--- src/rtl/capsr_pkg.sv ---
package capsr_pkg;
  localparam int SEL_W   = 5;
  localparam int N_DED   = 2;
  localparam int DED_IW  = 1;

  localparam logic [4:0] CAUSE_RESV   = 5'd10;
  localparam logic [4:0] CAUSE_COPOFF = 5'd11;
  localparam logic [4:0] CAUSE_SYSREG = 5'd24;

  typedef enum logic [1:0] {
    LVL_USER = 2'd0,
    LVL_SUP  = 2'd1,
    LVL_KERN = 2'd2
  } lvl_e;

  typedef struct packed {
    logic              known;
    logic              need_sup;
    logic              need_sys;
    logic              aliased;
    logic [SEL_W-1:0]  gpr;
    logic [DED_IW-1:0] ded;
  } sel_info_t;

  function automatic sel_info_t sel_lookup(input logic [SEL_W-1:0] s);
    sel_info_t r;
    r = '0;
    case (s)
      5'd0:  begin r.known = 1'b1; r.aliased = 1'b1; r.gpr = 5'd0; end
      5'd1:  begin r.known = 1'b1; r.ded = 1'b0; end
      5'd8:  begin r.known = 1'b1; r.need_sys = 1'b1; r.ded = 1'b1; end
      5'd22: begin r.known = 1'b1; r.need_sup = 1'b1; r.aliased = 1'b1; r.gpr = 5'd27; end
      5'd23: begin r.known = 1'b1; r.need_sup = 1'b1; r.aliased = 1'b1; r.gpr = 5'd28; end
      5'd29, 5'd30, 5'd31: begin
        r.known = 1'b1; r.need_sup = 1'b1; r.need_sys = 1'b1;
        r.aliased = 1'b1; r.gpr = s;
      end
      default: r = '0;
    endcase
    return r;
  endfunction
endpackage

--- src/rtl/capsr_decode.sv ---
module capsr_decode
  import capsr_pkg::*;
(
  input  logic             instr_valid,
  input  logic [31:0]      instr,
  output logic             hit,
  output logic             is_read,
  output logic [SEL_W-1:0] creg,
  output logic [SEL_W-1:0] sel
);
  localparam logic [5:0] MAJOR   = 6'b010010;
  localparam logic [4:0] SUBOP   = 5'b00000;
  localparam logic [5:0] TAIL    = 6'b111111;
  localparam logic [4:0] FN_READ = 5'd13;
  localparam logic [4:0] FN_WRIT = 5'd14;

  logic       frame_ok;
  logic [4:0] fn;

  assign fn       = instr[10:6];
  assign frame_ok = (instr[31:26] == MAJOR) && (instr[25:21] == SUBOP) && (instr[5:0] == TAIL);
  assign hit      = instr_valid && frame_ok && ((fn == FN_READ) || (fn == FN_WRIT));
  assign is_read  = (fn == FN_READ);
  assign creg     = instr[20:16];
  assign sel      = instr[15:11];
endmodule

--- src/rtl/capsr_guard.sv ---
module capsr_guard
  import capsr_pkg::*;
(
  input  logic             clk,
  input  logic             rst_n,
  input  logic             hit,
  input  logic             cop_usable,
  input  logic             known,
  input  logic             need_sup,
  input  logic             need_sys,
  input  logic [SEL_W-1:0] creg,
  input  logic [SEL_W-1:0] sel,
  input  logic [31:0]      inacc_mask,
  input  logic             status_exl,
  input  logic             status_erl,
  input  logic [1:0]       priv_mode,
  input  logic             pcc_sysreg_ok,
  output logic             fault,
  output logic [4:0]       cause,
  output logic [SEL_W-1:0] culprit
);
  lvl_e level;

  always_comb begin
    if (status_exl || status_erl)  level = LVL_KERN;
    else if (priv_mode == 2'b00)   level = LVL_USER;
    else if (priv_mode == 2'b01)   level = LVL_SUP;
    else                           level = LVL_KERN;
  end

  logic sup_ok;
  assign sup_ok = (level >= LVL_SUP);

  always_comb begin
    fault   = 1'b0;
    cause   = '0;
    culprit = '0;
    if (!cop_usable) begin
      fault = 1'b1; cause = CAUSE_COPOFF;
    end else if (!known) begin
      fault = 1'b1; cause = CAUSE_RESV;
    end else if (inacc_mask[creg]) begin
      fault = 1'b1; cause = CAUSE_SYSREG; culprit = creg;
    end else if (need_sys && !pcc_sysreg_ok) begin
      fault = 1'b1; cause = CAUSE_SYSREG; culprit = sel;
    end else if (need_sup && !sup_ok) begin
      fault = 1'b1; cause = CAUSE_SYSREG; culprit = sel;
    end
  end

  a_r4_cop_first: assert property (@(posedge clk) disable iff (!rst_n)
    (hit && !cop_usable) |-> (fault && cause == CAUSE_COPOFF && culprit == '0));

  a_r5_inacc_names_reg: assert property (@(posedge clk) disable iff (!rst_n)
    (hit && cop_usable && known && inacc_mask[creg]) |-> (fault && culprit == creg));

  a_r6_open_selectors: assert property (@(posedge clk) disable iff (!rst_n)
    (hit && cop_usable && (sel == 5'd0 || sel == 5'd1) && !inacc_mask[creg]) |-> !fault);

  a_r7_kernel_by_status: assert property (@(posedge clk) disable iff (!rst_n)
    (hit && cop_usable && known && !inacc_mask[creg] && (status_exl || status_erl) && pcc_sysreg_ok)
      |-> !fault);
endmodule

--- src/rtl/capsr_tls_bank.sv ---
module capsr_tls_bank #(
  parameter int CAP_W  = 64,
  parameter int N_DED  = 2,
  parameter int IDX_W  = 1
) (
  input  logic                        clk,
  input  logic                        rst_n,
  input  logic                        wr_en,
  input  logic [IDX_W-1:0]            wr_idx,
  input  logic [CAP_W-1:0]            wr_data,
  output logic [N_DED-1:0][CAP_W-1:0] q
);
  for (genvar i = 0; i < N_DED; i++) begin : g_ent
    always_ff @(posedge clk or negedge rst_n) begin
      if (!rst_n)                              q[i] <= '0;
      else if (wr_en && (int'(wr_idx) == i))   q[i] <= wr_data;
    end
  end

  a_r10_bank_holds: assert property (@(posedge clk) disable iff (!rst_n)
    !wr_en |=> $stable(q));
endmodule

--- src/rtl/capsr_unit.sv ---
module capsr_unit
  import capsr_pkg::*;
#(
  parameter int CAP_W = 64
) (
  input  logic             clk,
  input  logic             rst_n,
  input  logic             instr_valid,
  input  logic [31:0]      instr,
  input  logic             status_exl,
  input  logic             status_erl,
  input  logic [1:0]       priv_mode,
  input  logic             pcc_sysreg_ok,
  input  logic             cop_usable,
  input  logic [31:0]      inacc_mask,
  output logic [4:0]       rf_rd_addr,
  input  logic [CAP_W-1:0] rf_rd_data,
  output logic             rf_wr_en,
  output logic [4:0]       rf_wr_addr,
  output logic [CAP_W-1:0] rf_wr_data,
  output logic             exc_valid,
  output logic [4:0]       exc_cause,
  output logic [4:0]       exc_reg
);
  logic             hit, is_read;
  logic [SEL_W-1:0] creg, sel;
  sel_info_t        info;
  logic             fault;
  logic [4:0]       cause;
  logic [SEL_W-1:0] culprit;
  logic             go, ded_wr;
  logic [CAP_W-1:0] special_val;
  logic [N_DED-1:0][CAP_W-1:0] ded_q;

  capsr_decode u_dec (
    .instr_valid (instr_valid),
    .instr       (instr),
    .hit         (hit),
    .is_read     (is_read),
    .creg        (creg),
    .sel         (sel)
  );

  assign info = sel_lookup(sel);

  capsr_guard u_guard (
    .clk           (clk),
    .rst_n         (rst_n),
    .hit           (hit),
    .cop_usable    (cop_usable),
    .known         (info.known),
    .need_sup      (info.need_sup),
    .need_sys      (info.need_sys),
    .creg          (creg),
    .sel           (sel),
    .inacc_mask    (inacc_mask),
    .status_exl    (status_exl),
    .status_erl    (status_erl),
    .priv_mode     (priv_mode),
    .pcc_sysreg_ok (pcc_sysreg_ok),
    .fault         (fault),
    .cause         (cause),
    .culprit       (culprit)
  );

  assign go          = hit && !fault && info.known;
  assign rf_rd_addr  = is_read ? info.gpr : creg;
  assign special_val = info.aliased ? rf_rd_data : ded_q[info.ded];
  assign rf_wr_en    = go && (is_read || info.aliased);
  assign rf_wr_addr  = is_read ? creg : info.gpr;
  assign rf_wr_data  = is_read ? special_val : rf_rd_data;
  assign ded_wr      = go && !is_read && !info.aliased;

  assign exc_valid = hit && fault;
  assign exc_cause = exc_valid ? cause   : '0;
  assign exc_reg   = exc_valid ? culprit : '0;

  capsr_tls_bank #(
    .CAP_W (CAP_W),
    .N_DED (N_DED),
    .IDX_W (DED_IW)
  ) u_bank (
    .clk     (clk),
    .rst_n   (rst_n),
    .wr_en   (ded_wr),
    .wr_idx  (info.ded),
    .wr_data (rf_rd_data),
    .q       (ded_q)
  );

  a_r10_fault_no_write: assert property (@(posedge clk) disable iff (!rst_n)
    exc_valid |-> (!rf_wr_en && !ded_wr));

  a_r1_idle_quiet: assert property (@(posedge clk) disable iff (!rst_n)
    !instr_valid |-> (!exc_valid && !rf_wr_en));

  a_r8_read_target: assert property (@(posedge clk) disable iff (!rst_n)
    (rf_wr_en && is_read) |-> (rf_wr_addr == creg));

  a_r3_resv_cause: assert property (@(posedge clk) disable iff (!rst_n)
    (hit && cop_usable && !info.known) |-> (exc_valid && exc_cause == CAUSE_RESV));
endmodule

--- config.mk ---
export PLATFORM = sky130hd
export DESIGN_NAME = capsr_unit
export DESIGN_NICKNAME = d
export VERILOG_FILES = /design/src/rtl/capsr_pkg.sv /design/src/rtl/capsr_decode.sv /design/src/rtl/capsr_guard.sv /design/src/rtl/capsr_tls_bank.sv /design/src/rtl/capsr_unit.sv
export SDC_FILE = /design/constraint.sdc
export NUM_CORES = 1
export LEC_CHECK = 0
export BUFFER_PORTS_ARGS = -buffer_cell sky130_fd_sc_hd__buf_2
export CAP_MARGIN = 0
export CORE_UTILIZATION = 35
export DETAILED_ROUTE_END_ITERATION = 8
export PLACE_DENSITY = 0.63
export SLEW_MARGIN = 10
export SYNTH_ARGS = -nofsm -noshare
export SYNTH_HDL_FRONTEND = slang
export SYNTH_SLANG_ARGS = --single-unit
export TNS_END_PERCENT = 100
--- constraint.sdc ---
create_clock -name clk -period 5.2 [get_ports clk]
set_input_delay 0.52 -clock clk [delete_from_list [all_inputs] [get_ports clk]]
set_output_delay 0.52 -clock clk [all_outputs]
set_load 0.1 [all_outputs]
==> implementation parameters <==
Parameter                              Value

Outcome
  Run status    finished, final reports clean

Die
  Width of the die    145 µm
  Placeable core region    approximately 20000 µm²
  Initial standard-cell utilization of the core    about 36%
  Row Count    51
  Die extent in y    roughly 140 µm
  Full die area    20900 µm²
  # IOs    223

Timing
  Max transition margin    24.6%
  Min Tclk post-route    3.68 ns
  Final Cycle Share    between 70% and 80%
  Worst Tran Pin Value    1.13 ns
  Slew Limit Fails    0
  Count of endpoints failing setup in the final report    0
  Fmax    272 MHz
  Number of hold violations in the final report    0
  Total Negative Setup Slacks    0 ns
  Setup repair after global routing missed its margin    false
  Clock Skews    0 ns

Synthesis
  Instance count of the mapped netlist    613
  Fraction of the yosys area taken by sequential cells    45.0%
  Most frequent cell after synthesis    dfrtp_1
  Mean instance size in the synthesized netlist    11.6 µm²
  Syn Nets    750
  Warnings, synthesis    0
  Synth top cells by count    dfrtp_1, mux2i_1, nor2_1
  Netlist cell types    45
  Area leader, netlist    dfrtp_1
  Share of the synthesized area in the top cell type    45.0%
  Register bit count reported by yosys    between 100 and 150
  Post-synthesis instance area    between 7000 and 8000 µm²
  Post-synthesis async set-or-reset flop share    100%
  EDFF count, synth    0
  Dominant cells by area after synthesis    dfrtp_1, mux2_4, mux2i_1, mux2_2, a21oi_1
  Post-synth top flop    dfrtp_1

Worst setup path
  Crit path required time    around 4.7 ns
  Crit path top cell by count    buf_2
  Startpoint-to-endpoint class of the critical path    input pin to primary output
  Slowest cell on the critical path    nor2_1
  Longest individual stage delay on the worst path    0.54 ns
  Largest delay contributor family on the critical path    compound AO/OA/AOI/OAI gates
  Top fanout value on the critical path    21
  Startpoint types    input pin
  Worst path cell trace    buf_2 > mux2_2 > o22ai_1 > a2111oi_0 > a22o_1 > nor2_1 > o2111a_1 > buf_2
  Critical path buffer and inverter count    2
  Arrival time at the worst endpoint    3.16 ns
  Critical Path End Type    primary output

CTS
  Setup Fix Bufs, Post-CTS    0
  Total number of clock tree sinks    128
  CTS buffer count    17
  Clock insertion delay at the later pin of the skew report    0.41 ns
  Post-CTS Hold Buffers    0
  Clock buffer depth    2
  Clock tree from TritonCTS    done
  CTS clock-pin slew for the worst setup and hold paths    0.05 ns
  H-Tree Level Count    4
  Root Buffer    clkbuf_16
  Number of instances resized during post-cts repair    0

Final layout
  Max FFs per register    about 130
  Area of the multi-input gates    3710 µm²
  Antenna cell count    0
  Register cell area after layout    3200 µm²
  Proportion of layout cells with a drive suffix above 1    47.2%
  Largest regs    u_bank.q x128
  Number of nets at the end of the flow    956
  Final Instance Count excl. Fillers    1097
  Register ranked first by flip-flop count    u_bank.q
  Syn-to-layout area delta    26.9%
  Fin util    between 40 and 50%
  Layout fillers    approximately 1800

Drt
  Total wire length    16900 µm
  Detailed-route DRC error count    0
  Via density    about 4.9
  Iteration-0 DRC count of the detailed router    194
  Post-DR wirelength/cell    15.4 µm
  Antenna-violating nets left    0
  Via count of the routed design    5333
  Detailed-routing iteration count for the pre-antenna-repair pass    4

Placement
  # port buffers    221
  HPWL after detailed placement    11500 µm
  GP Congestion    between 0.8 and 0.9
  Placed insts    1065

Power and ir drop
  Pwr dens    295 nW/µm²
  Int Power    around 1900 µW
  Post-route total power    2670 µW
  Seq pwr share    a little under two fifths
  Power share of the clock group    44.1%
  Cell leakage power    0.00490 µW
  Switching share of power    30.6%
  Worst-case vdd ir drop    roughly 0.00022 V
  Switching power    816 µW
  Gate power share    between 15 and 20%

GRT
  First-pass GRT wire length    around 27000 µm
  Pin count of the biggest net entering global routing    129
  Vias in the first global route    about 5200
  Aggregate global routing overflow    0
  GRT Resource Usage Total    16.6%
  Initial antenna violation count    1

Run
  Count of maximum capacitance violations    0

Worst hold path
  Worst hold path type    input pin to async pin
-- final cells by class --
cell class / count / share of cell area, %
multi-input combinational: 441 / 41.0
sequential: 128 / 35.4
inverter: 4 / 0.166
timing repair buffer: 227 / 13.2
clock inverter: 9 / 1.18
tap: 265 / 3.67
clock buffer: 23 / 5.40
-- cell usage in the layout, fill, tap and decap left out, types with 5 or more instances in the layout --
| cell | instances |
|---|---|
| a21oi_1 | 69 |
| dfrtp_1 | 128 |
| nand2_1 | 31 |
| mux2_4 | 60 |
| mux2i_1 | 78 |
| nor2b_1 | 5 |
| buf_2 | 220 |
| nor2_1 | 71 |
| o21ai_0 | 8 |
| mux2_1 | 5 |
| clkbuf_16 | 17 |
| mux2_2 | 68 |
-- power groups by stage --
| stage | clock (µW) | combinational (µW) | sequential, µW |
|---|---|---|---|
| 4_1_cts | 1210 | 497 | 996 |
| 5_1_grt | 1250 | 524 | 996 |
| 3_5_place_dp | 0 | 496 | 1010 |
| 6_report | 1180 | 495 | 997 |
| 3_3_place_gp | 0 | 494 | 1010 |
| 2_1_floorplan | 0 | 358 | 1010 |
-- per-stage QoR --
stage / hold WS (ns) / setup WS [ns] / cell area [µm²]
6_report: 0.180 / 1.52 / 9040
5_1_grt: 0.232 / 1.33 / 9040
4_1_cts: 0.198 / 1.56 / 9040
3_5_place_dp: 0.481 / 1.56 / 8450
3_3_place_gp: 0.468 / 1.60 / 8450
2_1_floorplan: 0.224 / 0.519 / 7120
-- worst paths after layout --
| check | depth (start not counted) | slack (ns) | to | from |
|---|---|---|---|---|
| min in group clk | 2 | 0.36 | u_bank.q[61] | rf_rd_data[61] |
| setup reg to reg | 1 | 4.41 | u_bank.q[63] | u_bank.q[63] |
| setup / recovery | 8 | 1.52 | rf_wr_en | instr[18] |
| max in group asynchronous | 2 | 4.19 | u_bank.q[115] | rst_n |
| hold reg to reg | 1 | 0.49 | u_bank.q[61] | u_bank.q[61] |
| hold / removal | 1 | 0.18 | u_bank.q[83] | rst_n |
-- cells by family after synthesis --
| group | after synthesis | synth area share (%) |
|---|---|---|
| compound gates | 95 | 7.57 |
| xor+xnor | 1 | 0.123 |
| buf+inv | 44 | 3.20 |
| flops | 128 | 45.0 |
| mux | 211 | 35.1 |
| other cells | 1 | 0.0526 |
| simple gates | 133 | 8.94 |
-- layer usage --
metal,GRT usage (%),up-vias,part of all wire (%)
li1,-,2611,-
met1,22.2,2550,47
met4,5.54,2,1.3
met2,25.7,150,45
met5,0,-,0.059
met3,4.67,20,5.9
Power figures use the tool's default switching activity.
